===== src/rtl/vwhs_pkg.sv =====
`timescale 1ns/1ps
package vwhs_pkg;
  localparam int NUM_HS   = 3;
  localparam int NUM_BOOT = 2;
  localparam int NUM_SRC  = NUM_HS + NUM_BOOT;
  localparam int ID_W     = 3;
  localparam int SEL_W    = 2;

  localparam int HS_HOST = 0;
  localparam int HS_OOB  = 1;
  localparam int HS_SUSP = 2;

  localparam logic [ID_W-1:0] UPD_HOST  = 3'd0;
  localparam logic [ID_W-1:0] UPD_OOB   = 3'd1;
  localparam logic [ID_W-1:0] UPD_SUSP  = 3'd2;
  localparam logic [ID_W-1:0] UPD_BDONE = 3'd3;
  localparam logic [ID_W-1:0] UPD_BSTAT = 3'd4;

  typedef enum logic [2:0] {
    HS_IDLE  = 3'd0,
    HS_FLUSH = 3'd1,
    HS_SEND  = 3'd2,
    HS_ACKED = 3'd3,
    HS_CLEAR = 3'd4
  } hs_state_e;

  function automatic logic sel_is_warning(input logic [SEL_W-1:0] sel);
    return int'(sel) < NUM_HS;
  endfunction
endpackage


===== src/rtl/vwhs_chan.sv =====
`timescale 1ns/1ps
module vwhs_chan
  import vwhs_pkg::*;
#(
  parameter bit QUIESCE = 1'b1
) (
  input  logic clk,
  input  logic rst_n,
  input  logic warn_i,
  input  logic queue_idle_i,
  input  logic grant_i,
  output logic flush_o,
  output logic ack_o,
  output logic req_o,
  output logic req_level_o
);
  hs_state_e state_q, state_d;

  always_comb begin
    state_d = state_q;
    unique case (state_q)
      HS_IDLE:  if (warn_i) state_d = QUIESCE ? HS_FLUSH : HS_SEND;
      HS_FLUSH: begin
        if (!warn_i)           state_d = HS_IDLE;
        else if (queue_idle_i) state_d = HS_SEND;
      end
      HS_SEND: begin
        if (grant_i)      state_d = HS_ACKED;
        else if (!warn_i) state_d = HS_IDLE;
      end
      HS_ACKED: if (!warn_i) state_d = HS_CLEAR;
      HS_CLEAR: if (grant_i) state_d = HS_IDLE;
      default:  state_d = HS_IDLE;
    endcase
  end

  always_ff @(posedge clk or negedge rst_n) begin
    if (!rst_n) state_q <= HS_IDLE;
    else        state_q <= state_d;
  end

  // a request is withdrawn in the same cycle the warning drops
  assign req_o       = ((state_q == HS_SEND) && warn_i) || (state_q == HS_CLEAR);
  assign req_level_o = (state_q == HS_SEND);
  assign ack_o       = (state_q == HS_ACKED) || (state_q == HS_CLEAR);
  assign flush_o     = QUIESCE && ((state_q == HS_FLUSH) || (state_q == HS_SEND) ||
                                   (state_q == HS_ACKED));

  // leaving the flush wait needs a drained queue
  a_r1_send_after_drain: assert property (@(posedge clk) disable iff (!rst_n)
    (QUIESCE && state_q == HS_SEND && $past(state_q) == HS_FLUSH) |-> $past(queue_idle_i));

  a_r8_ack_needs_warn: assert property (@(posedge clk) disable iff (!rst_n)
    $rose(ack_o) |-> $past(warn_i));

  a_r9_drop_requests_clear: assert property (@(posedge clk) disable iff (!rst_n)
    (state_q == HS_ACKED && !warn_i) |=> (req_o && !req_level_o && ack_o));
endmodule


===== src/rtl/vwhs_boot.sv =====
`timescale 1ns/1ps
module vwhs_boot
  import vwhs_pkg::*;
(
  input  logic                clk,
  input  logic                rst_n,
  input  logic                pulse_i,
  input  logic                pass_i,
  input  logic                g3_i,
  input  logic [NUM_BOOT-1:0] grant_i,
  output logic                done_o,
  output logic                status_o,
  output logic [NUM_BOOT-1:0] req_o,
  output logic [NUM_BOOT-1:0] lvl_o
);
  logic                done_q, stat_q;
  logic [NUM_BOOT-1:0] pend_q;
  logic                accept;

  assign accept = pulse_i && !done_q && !g3_i;

  always_ff @(posedge clk or negedge rst_n) begin
    if (!rst_n) begin
      done_q <= 1'b0;
      stat_q <= 1'b0;
      pend_q <= '0;
    end else if (g3_i) begin
      done_q <= 1'b0;
      stat_q <= 1'b0;
      pend_q <= '0;
    end else if (accept) begin
      done_q <= 1'b1;
      stat_q <= pass_i;
      pend_q <= '1;
    end else begin
      pend_q <= pend_q & ~grant_i;
    end
  end

  assign done_o   = done_q;
  assign status_o = stat_q;
  assign req_o    = pend_q;
  assign lvl_o    = {stat_q, done_q};

  a_r4_done_sticky: assert property (@(posedge clk) disable iff (!rst_n)
    (done_o && !g3_i) |=> done_o);

  a_r4_g3_clears: assert property (@(posedge clk) disable iff (!rst_n)
    g3_i |=> (!done_o && !status_o));

  a_r5_status_frozen: assert property (@(posedge clk) disable iff (!rst_n)
    (done_o && !g3_i) |=> $stable(status_o));
endmodule


===== src/rtl/vwhs_txarb.sv =====
`timescale 1ns/1ps
module vwhs_txarb #(
  parameter int N    = 5,
  parameter int ID_W = 3
) (
  input  logic            clk,
  input  logic            rst_n,
  input  logic [N-1:0]    req_i,
  input  logic [N-1:0]    lvl_i,
  input  logic            upd_ready_i,
  output logic [N-1:0]    grant_o,
  output logic            upd_valid_o,
  output logic [ID_W-1:0] upd_id_o,
  output logic            upd_level_o
);
  function automatic logic [N-1:0] lowest_one(input logic [N-1:0] r);
    return r & (~r + N'(1));
  endfunction

  function automatic logic [ID_W-1:0] index_of(input logic [N-1:0] oh);
    logic [ID_W-1:0] idx;
    idx = '0;
    for (int i = 0; i < N; i++) if (oh[i]) idx = ID_W'(i);
    return idx;
  endfunction

  logic            valid_q, level_q;
  logic [ID_W-1:0] id_q;

  assign grant_o = valid_q ? '0 : lowest_one(req_i);

  always_ff @(posedge clk or negedge rst_n) begin
    if (!rst_n) begin
      valid_q <= 1'b0;
      id_q    <= '0;
      level_q <= 1'b0;
    end else if (|grant_o) begin
      valid_q <= 1'b1;
      id_q    <= index_of(grant_o);
      level_q <= |(grant_o & lvl_i);
    end else if (valid_q && upd_ready_i) begin
      valid_q <= 1'b0;
    end
  end

  assign upd_valid_o = valid_q;
  assign upd_id_o    = id_q;
  assign upd_level_o = level_q;

  a_r7_hold_until_taken: assert property (@(posedge clk) disable iff (!rst_n)
    (upd_valid_o && !upd_ready_i) |=> (upd_valid_o && $stable(upd_id_o) && $stable(upd_level_o)));

  a_r7_single_grant: assert property (@(posedge clk) disable iff (!rst_n)
    $onehot0(grant_o));
endmodule


===== src/rtl/vw_hs_responder.sv =====
`timescale 1ns/1ps
module vw_hs_responder
  import vwhs_pkg::*;
(
  input  logic             clk,
  input  logic             rst_n,
  input  logic             evt_valid,
  input  logic [SEL_W-1:0] evt_sel,
  input  logic             evt_level,
  input  logic             pc_queue_idle,
  input  logic             oob_queue_idle,
  input  logic             boot_done_pulse,
  input  logic             boot_pass,
  input  logic             in_g3,
  input  logic             pc_chan_en,
  input  logic             oob_chan_en,
  output logic             pc_flush_req,
  output logic             oob_flush_req,
  output logic             pc_issue_ok,
  output logic             oob_issue_ok,
  output logic             host_rst_ack,
  output logic             oob_rst_ack,
  output logic             susp_ack,
  output logic             boot_done_wire,
  output logic             boot_status_wire,
  output logic             upd_valid,
  output logic [ID_W-1:0]  upd_id,
  output logic             upd_level,
  input  logic             upd_ready
);
  logic [NUM_HS-1:0]   warn_q;
  logic [NUM_HS-1:0]   q_idle, hs_flush, hs_ack, hs_req, hs_lvl, hs_grant;
  logic [NUM_BOOT-1:0] bt_req, bt_lvl, bt_grant;
  logic [NUM_SRC-1:0]  all_req, all_lvl, all_grant;

  // incoming warning levels, reserved select code ignored
  always_ff @(posedge clk or negedge rst_n) begin
    if (!rst_n) warn_q <= '0;
    else if (evt_valid && sel_is_warning(evt_sel)) warn_q[evt_sel] <= evt_level;
  end

  assign q_idle = {1'b1, oob_queue_idle, pc_queue_idle};

  for (genvar g = 0; g < NUM_HS; g++) begin : g_hs
    vwhs_chan #(.QUIESCE(g != HS_SUSP)) u_chan (
      .clk         (clk),
      .rst_n       (rst_n),
      .warn_i      (warn_q[g]),
      .queue_idle_i(q_idle[g]),
      .grant_i     (hs_grant[g]),
      .flush_o     (hs_flush[g]),
      .ack_o       (hs_ack[g]),
      .req_o       (hs_req[g]),
      .req_level_o (hs_lvl[g])
    );
  end

  vwhs_boot u_boot (
    .clk     (clk),
    .rst_n   (rst_n),
    .pulse_i (boot_done_pulse),
    .pass_i  (boot_pass),
    .g3_i    (in_g3),
    .grant_i (bt_grant),
    .done_o  (boot_done_wire),
    .status_o(boot_status_wire),
    .req_o   (bt_req),
    .lvl_o   (bt_lvl)
  );

  assign all_req  = {bt_req, hs_req};
  assign all_lvl  = {bt_lvl, hs_lvl};
  assign hs_grant = all_grant[NUM_HS-1:0];
  assign bt_grant = all_grant[NUM_SRC-1:NUM_HS];

  vwhs_txarb #(.N(NUM_SRC), .ID_W(ID_W)) u_arb (
    .clk        (clk),
    .rst_n      (rst_n),
    .req_i      (all_req),
    .lvl_i      (all_lvl),
    .upd_ready_i(upd_ready),
    .grant_o    (all_grant),
    .upd_valid_o(upd_valid),
    .upd_id_o   (upd_id),
    .upd_level_o(upd_level)
  );

  assign pc_flush_req  = hs_flush[HS_HOST];
  assign oob_flush_req = hs_flush[HS_OOB];
  assign host_rst_ack  = hs_ack[HS_HOST];
  assign oob_rst_ack   = hs_ack[HS_OOB];
  assign susp_ack      = hs_ack[HS_SUSP];
  assign pc_issue_ok   = pc_chan_en  && !hs_flush[HS_HOST];
  assign oob_issue_ok  = oob_chan_en && !hs_flush[HS_OOB];

  a_r7_host_ack_is_update: assert property (@(posedge clk) disable iff (!rst_n)
    $rose(host_rst_ack) |-> (upd_valid && upd_id == UPD_HOST && upd_level));

  a_r11_reserved_code: assert property (@(posedge clk) disable iff (!rst_n)
    (evt_valid && !sel_is_warning(evt_sel)) |=> $stable(warn_q));

  a_r3_susp_never_flushes: assert property (@(posedge clk) disable iff (!rst_n)
    $rose(susp_ack) |-> (upd_id == UPD_SUSP));
endmodule


===== config.mk =====
export PLATFORM = sky130hd
export DESIGN_NAME = vw_hs_responder
export DESIGN_NICKNAME = d
export VERILOG_FILES = /design/src/rtl/vwhs_pkg.sv /design/src/rtl/vwhs_chan.sv /design/src/rtl/vwhs_boot.sv /design/src/rtl/vwhs_txarb.sv /design/src/rtl/vw_hs_responder.sv
export SDC_FILE = /design/constraint.sdc
export NUM_CORES = 1
export LEC_CHECK = 0
export CORE_UTILIZATION = 40
export DETAILED_ROUTE_END_ITERATION = 10
export DONT_BUFFER_PORTS = 1
export PLACE_DENSITY = 0.62
export RECOVER_POWER = 50
export SYNTH_ARGS = -nofsm -noshare
export SYNTH_HDL_FRONTEND = slang
export SYNTH_SLANG_ARGS = --single-unit

===== constraint.sdc =====
create_clock -name clk -period 2.57 [get_ports clk]
set_clock_uncertainty 0.2 [all_clocks]
set_input_delay 0.6425 -clock clk [delete_from_list [all_inputs] [get_ports clk]]
set_output_delay 0.6425 -clock clk [all_outputs]
set_load 0.01 [all_outputs]

# Word level (Yosys, flattened, before mapping)

Index checks and enable logic that the tools add are counted.

Add/subtract/negate cells: 1
Order comparisons: 3
Equal/unequal tests: 26
Muxes and demuxes: 39
Bitwise operators: 5
Reductions and logical operators: 34

Operator list:

| operator            | count |
|---|---|
| $mux 3              | 20 |
| $pmux 3 s5          | 3 |
| $eq 3x2->1 const B  | 6 |
| $ne 2x2->1 const B  | 6 |
| $and 5x5->5         | 2 |
| $logic_and 1x1->1   | 10 |
| $logic_or 1x1->1    | 10 |
| $mux 2              | 5 |
| $reduce_and 5->1    | 2 |
| $reduce_or 5->1     | 2 |
| $eq 3x1->1 const B  | 3 |
| $eq 3x3->1 const B  | 3 |
| $logic_not 3->1     | 3 |
| $ne 3x2->1 const B  | 3 |
| $mux 1              | 8 |
| $ne 2x1->1 const B  | 3 |
| $ne 3x3->1 const B  | 2 |
| $add 5x1->5 const B | 1 |
| $mux 5              | 1 |
| $not 5->5           | 1 |
| $logic_not 1->1     | 4 |
| $reduce_and 4->1    | 1 |
| $reduce_bool 2->1   | 2 |
| $bwmux 3            | 1 |
| 6 further kinds     | 6 |

Register bits: 21
Input port bits: 14
Word-level logic and storage cells: 118

# Logic depth before layout (Yosys ltp)

Gate-level depths: netlist (run 1).

Depth after elaboration: 11
Mapped depth: 5
Depth with buffers taken out: 4

# Hierarchy

A second synthesis (run 1) with hierarchy kept.

Cells, all modules: 138
Area total of the unflattened synthesis: 1239.9 µm²

By module, submodules not included:

| module                         | times used | cells an instance | area each (µm²) | sequential area each (µm²) |
|---|---|---|---|---|
| vwhs_chan (g_hs[0].u_chan ...) | 2          | 26                | 197.7           | 75.1 |
| vwhs_txarb                     | 1          | 34                | 300.3           | 125.1 |
| vwhs_chan (g_hs[2].u_chan)     | 1          | 24                | 215.2           | 75.1 |
| vwhs_boot                      | 1          | 16                | 176.4           | 100.1 |
| vw_hs_responder                | 1          | 12                | 152.6           | 75.1 |

# Worst setup path before layout (run 1)

Ideal clock, no wire load.

Path kind: register -> output
Start point: register g_hs[2].u_chan.state_q[1]
End point: output susp_ack
Arrival time: 0.986 ns
Slack: 0.742 ns
Stages on the path, launching flop included: 3
Buffers on the path: 0
Cells stage by stage: dfrtp_1 > or3b_1 > o21ai_0

Cells in the longest elaborated chain, start to end: 2

Ends and longest elaborated chain:

| what                                     | RTL line              | RTL |
|---|---|---|
| start, declared                          | vwhs_chan.sv:17       | `hs_state_e state_q, state_d;` |
| start signal, assigned                   | vwhs_chan.sv:39       | `else state_q <= state_d;` |
| $eq 3x2->1 or $eq 3x3->1 (tied branches) | vwhs_chan.sv:45       | `assign ack_o = (state_q == HS_ACKED) \|\| (state_q == HS_CLEAR);` |
| $logic_or 1x1->1 *                       | vwhs_chan.sv:45       |  |
| end, declared                            | vw_hs_responder.sv:23 | `output logic susp_ack,` |

Mark *: on every way between the ends. The rest lies on a longest branch, timed or not.

# Final worst setup path (run 1)

Same ends and word-level chain as after synthesis.

==> flow_metrics.tcl, run 1 <==
set metrics [dict create \
    cts.htree.levels 1 \
    grt_max_degree 22 \
    drtIter0Drc 22 \
    p_per_area_nw_per_um2 882 \
    post_cts_buffers 0 \
    slew-limit-headroom_pct 36.3 \
    ys_seq_area_share_pct 46.9 \
    p_leak_uw 0.000509 \
    worstPathCellList "or3b_1, o21ai_0" \
    rows 18 \
    clockPowerShare_pct 16.0 \
    worst_slack_ps 324 \
    ir_worst_vdd_v 0.000424 \
    end_kind "output port" \
    wl_per_cell_um 15.3 \
    dp_hpwl_um 1630 \
    synth_edf_count 0 \
    cts_buffer_depth 2 \
    grt_pass1_wl_um 3390 \
    ys_ff_latch 21 \
    ys.flop_type "dfrtp_1" \
    dp.cells 141 \
    cts.sinks 21 \
    io_buffers 0 \
    antenna_found_initial 0 \
    layout_common_cells "dfrtp_1 (21), nor2_1 (12), nand2_1 (11), nor2b_1 (8), a21oi_1 (7)" \
    multi_input_area_um2 558 \
    synth.net_count 127 \
    period_share_pct 87.4 \
    synth_top_area_cell "dfrtp_1" \
    synth_top_area_share_pct 46.9 \
    cts_tree "done" \
    power.internal_uw 620 \
    fill_cells 267 \
    synthCells 113 \
    synth_area_um2 1120 \
    status "finished clean" \
    core_um2 2570 \
    grt_pass1_vias 749 \
    nNetsFinal 131 \
    viasPerCell 5.97 \
    drv_cap 0 \
    period_needed_ps 2250 \
    routed_wl_um 2240 \
    dp_worst_setup_slack_ps 696 \
    synth_top_cells_by_area "dfrtp_1 (47%), nor2_1 (4.0%), nor2b_1 (3.9%)" \
    cp-start-kind "flop" \
    first_pass_iters 4 \
    hold_viol 0 \
    cts_made_buffers 3 \
    initial_utilization_pct 43.7 \
    stdcell_count 146 \
    switchingPower_uw 418 \
    fmax_mhz 445 \
    gr-total-overflow 0 \
    worstPathRequired_ps 1730 \
    netlist-cell-type-count 45 \
    drv_slew 0 \
    slowest_delay_ps 460 \
    async_flop_share_pct 100 \
    chipHeight_um 54.9 \
    io_pins 28 \
    dr_total_vias 872 \
    diodes 0 \
    antenna_left 0 \
    dieArea_um2 3020 \
    whs_ps 165 \
    area_growth_pct 5.02 \
    final_common_cell "dfrtp_1" \
    yosys_warnings 0 \
    cp.arrival_ps 1400 \
    syn_avg_cell_area_um2 9.92 \
    hold_class "input port to flop" \
    regToRegSetupSlack_ps 360 \
    drc_errors 0 \
    final_core_util_pct 45.9 \
    cp_max_fo 6 \
    gp_congestion 0.720 \
    path_clk_slew_ps 130 \
    root_buffer "clkbuf_4" \
    seq_power_share_pct 52.0 \
    cpMaxStageDelayCell "or3b_1" \
    clock_latency_ps 310 \
    rsz0062_at_grt "false" \
    swShare_pct 40.3 \
    criticalPathCategory "flop to output port" \
    setup_viol 0 \
    fin_setup_tns_ps 0 \
    seqCellArea_um2 526 \
    drive_gt1_share_pct 8.62 \
    worst_slew_pin_slew_ps 952 \
    pwr-share-comb_pct 31.9 \
    die_x_um 54.9 \
    track_usage_pct 16.3 \
]
## cell families after synthesis
family / count (synthesis) / share of synthesized area (%)
buffers and inverters: 7 / 2.79
and+or+nand+nor: 48 / 24.2
DFF: 21 / 46.9
muxes: 3 / 2.90
AOI/OAI and AO/OA: 34 / 23.2
## critical path: cells and delay by family, from the launching register on
family | cells | cell delay [ps]
AND/OR/NAND/NOR | 1 | 460
flip-flops | 1 | 450
AO/OA/AOI/OAI | 1 | 180
## flip-flops by register name (all words and copies together) (netlist names)
signal               cells
g_hs.u_chan.state_q      9
u_arb.upd_id_o           3
u_arb.upd_level_o        1
u_arb.upd_valid_o        1
u_boot.done_o            1
u_boot.req_o             2
u_boot.status_o          1
warn_q                   3
## layer usage
metal	GRT usage, %	up-vias	wire length, µm
li1	-	427	-
met1	21.6	416	1050
met2	25.1	24	1030
met3	3.01	5	113
met4	8.75	0	42
met5	0	-	0
## timing repair
action | CTS | global route
endpoints found under the hold margin | 21 | 0
gates resized for setup | 0 | 0
hold buffers | 1 | 0
## power by group through the flow
stage	Combinational (µW)	Clock [µW]	Sequential, µW
finish	331	167	540
global route	369	180	556
global placement	322	0	546
CTS	335	169	543
floorplan	300	0	506
detailed placement	326	0	550
## cells in the mapped netlist, types with 2 or more instances
library cell and number:
a21oi_1 7, mux2_2 2, o31ai_1 2, a21o_1 2
nor2b_1 7, o21ai_0 4, nand2_1 11, nand2b_1 4
dfrtp_1 21, nor4_1 2, o22ai_1 2, nor2_1 12
inv_1 4, nand4bb_1 2
## area by class of cell
| class | instances | area share [%] |
|---|---|---|
| clock buffers | 3 | 1.91 |
| clock inverters | 1 | 0.425 |
| inverters | 5 | 1.59 |
| multi-input cells | 85 | 47.4 |
| flip-flops and latches | 21 | 44.6 |
| well taps | 30 | 3.19 |
| repair buffers | 1 | 0.850 |
## metrics by stage
| stage | total power, µW | cell area, µm² |
|---|---|---|
| floorplan | 806 | 1120 |
| global placement | 868 | 1150 |
| detailed placement | 876 | 1150 |
| CTS | 1050 | 1180 |
| global route | 1100 | 1180 |
| finish | 1040 | 1180 |
## worst paths after layout
| path | start | to | depth (start not counted) |
|---|---|---|---|
| min reg2reg | warn_q[1]$_DFFE_PN0P_ | g_hs[1].u_chan.state_q[2]$_DFFE_PN0P_ | 1 |
| min | in_g3 | u_boot.status_o$_DFFE_PN0P_ | 1 |
| max reg2reg | g_hs[1].u_chan.state_q[1]$_DFFE_PN0P_ | u_arb.upd_id_o[0]$_DFFE_PN0P_ | 4 |
| max in group asynchronous | rst_n | g_hs[0].u_chan.state_q[2]$_DFFE_PN0P_ | 1 |
| max | g_hs[2].u_chan.state_q[1]$_DFFE_PN0P_ | susp_ack | 2 |
| min in group asynchronous | rst_n | g_hs[2].u_chan.state_q[2]$_DFFE_PN0P_ | 1 |
Note: power is estimated with default switching activity, not from simulation.
==> inputs of run 2 (changes only) <==
Settings changed: CAP_MARGIN set to 25, CORE_UTILIZATION 40 to 46, PLACE_DENSITY 0.62 to 0.69, SLEW_MARGIN set to 20.
==> run 2 against run 1 <==
Against the previous run:
- flip-flop and latch count unchanged
- via count up 1.4%
- global-route usage up 2.1 points
- critical path depth unchanged
==> flow_metrics.tcl, run 2 (synthesis results as in run 1) <==
set metrics [dict create \
    status "finished clean" \
    fmax_mhz 450 \
    p_leak_uw 0.000512 \
    io_pins 28 \
    drtIter0Drc 18 \
    hold_viol 0 \
    period_needed_ps 2220 \
    viasPerCell 6.10 \
    rows 17 \
    antenna_left 0 \
    cts_made_buffers 3 \
    io_buffers 0 \
    final_common_cell "dfrtp_1" \
    path_clk_slew_ps 120 \
    first_pass_iters 4 \
    antenna_found_initial 0 \
    grt_pass1_wl_um 3620 \
    largest_register_ffs 9 \
    grt_max_degree 22 \
    slew-limit-headroom_pct 38.9 \
    dp_hpwl_um 1640 \
    drv_slew 0 \
    regMostFlops "g_hs.u_chan.state_q" \
    routed_wl_um 2220 \
    dp_worst_setup_slack_ps 675 \
    end_kind "output port" \
    grt_pass1_vias 835 \
    dr_total_vias 884 \
    cts_buffer_depth 2 \
    cts_resized 0 \
    stdcell_count 145 \
    ir_worst_vdd_v 0.000486 \
    diodes 0 \
    final_core_util_pct 52.6 \
    cp.arrival_ps 1380 \
    die_x_um 51.4 \
    rsz0062_at_grt "false" \
    hold_class "input port to flop" \
    drv_cap 0 \
    worst_slack_ps 347 \
    root_buffer "clkbuf_4" \
    p_per_area_nw_per_um2 876 \
    drc_errors 0 \
    drive_gt1_share_pct 10.3 \
    dieArea_um2 2640 \
    cp_max_fo 7 \
    chipHeight_um 51.4 \
    nNetsFinal 132 \
    gp_congestion 0.793 \
    clock_latency_ps 300 \
    cts.sinks 21 \
    core_um2 2250 \
    track_usage_pct 18.4 \
    gr-total-overflow 0 \
    setup_viol 0 \
    cts_tree "done" \
    initial_utilization_pct 49.7 \
    fin_setup_tns_ps 0 \
    worstPathRequired_ps 1730 \
    dp.cells 139 \
    period_share_pct 86.5 \
    layout_common_cells "dfrtp_1 (21), nor2_1 (12), nand2_1 (11), nor2b_1 (7), a21oi_1 (7)" \
    wl_per_cell_um 15.3 \
    criticalPathCategory "flop to output port" \
    cts.htree.levels 1 \
    cp-start-kind "flop" \
    worst_slew_pin_slew_ps 917 \
    area_growth_pct 5.69 \
]
-- run 2: changes by cell type in the layout (fill, tap and decap cells not counted) --
cell / before / now
clkbuf_1: 0 / 1
nor2b_1: 8 / 7
nor2b_2: 0 / 1
o21ai_0: 5 / 4
o21ai_2: 0 / 1
-- run 2: area by class of cell --
class	instances	area (µm²)
multi-input combinational	85	564
clock inverter	1	5.00
clock buffer	3	22.5
sequential	21	526
inverter	5	18.8
timing repair buffer	2	13.8
fill	218	1070
tap	28	35.0
-- run 2: final timing paths --
check / slack [ps] / cells after the start / to / start
min: 180 / 1 / u_boot.status_o$_DFFE_PN0P_ / in_g3
max in group asynchronous: 680 / 2 / warn_q[1]$_DFFE_PN0P_ / rst_n
max: 350 / 2 / host_rst_ack / g_hs[0].u_chan.state_q[0]$_DFFE_PN0P_
max reg2reg: 650 / 4 / g_hs[2].u_chan.state_q[2]$_DFFE_PN0P_ / g_hs[1].u_chan.state_q[0]$_DFFE_PN0P_
min in group asynchronous: 400 / 1 / u_boot.status_o$_DFFE_PN0P_ / rst_n
min reg2reg: 330 / 1 / g_hs[1].u_chan.state_q[2]$_DFFE_PN0P_ / warn_q[1]$_DFFE_PN0P_
-- run 2: critical path: stages, from the launching register on --
cell	delay [ps]
dfrtp_1	480
nor3b_2	420
a21o_1	180
-- run 2: stage by stage --
| step | cell area [µm²] | total power (µW) | hold slack [ps] |
|---|---|---|---|
| 4_1_cts | 1180 | 1050 | 169 |
| 5_1_grt | 1180 | 1110 | 163 |
| 2_1_floorplan | 1120 | 806 | 147 |
| 6_report | 1180 | 1040 | 176 |
| 3_3_place_gp | 1140 | 865 | 147 |
| 3_5_place_dp | 1140 | 877 | 148 |
-- run 2: per-layer routing --
layer	GRT usage, %	wire length, µm	vias up
met2	31.0	1110	18
met4	6.76	32	0
li1	-	-	431
met3	3.27	82	4
met1	23.4	993	431
met5	0	0	-
-- run 2: timing repair --
item / CTS / global route
endpoints found under the hold margin: 21 / 0
buffers inserted: 0 / 0
hold buffers: 1 / 0
-- run 2: where the power goes --
group / internal (µW) / switching (µW) / total [µW]
sequential: 413 / 131 / 543
combinational: 151 / 186 / 337
clock: 58.0 / 100 / 158
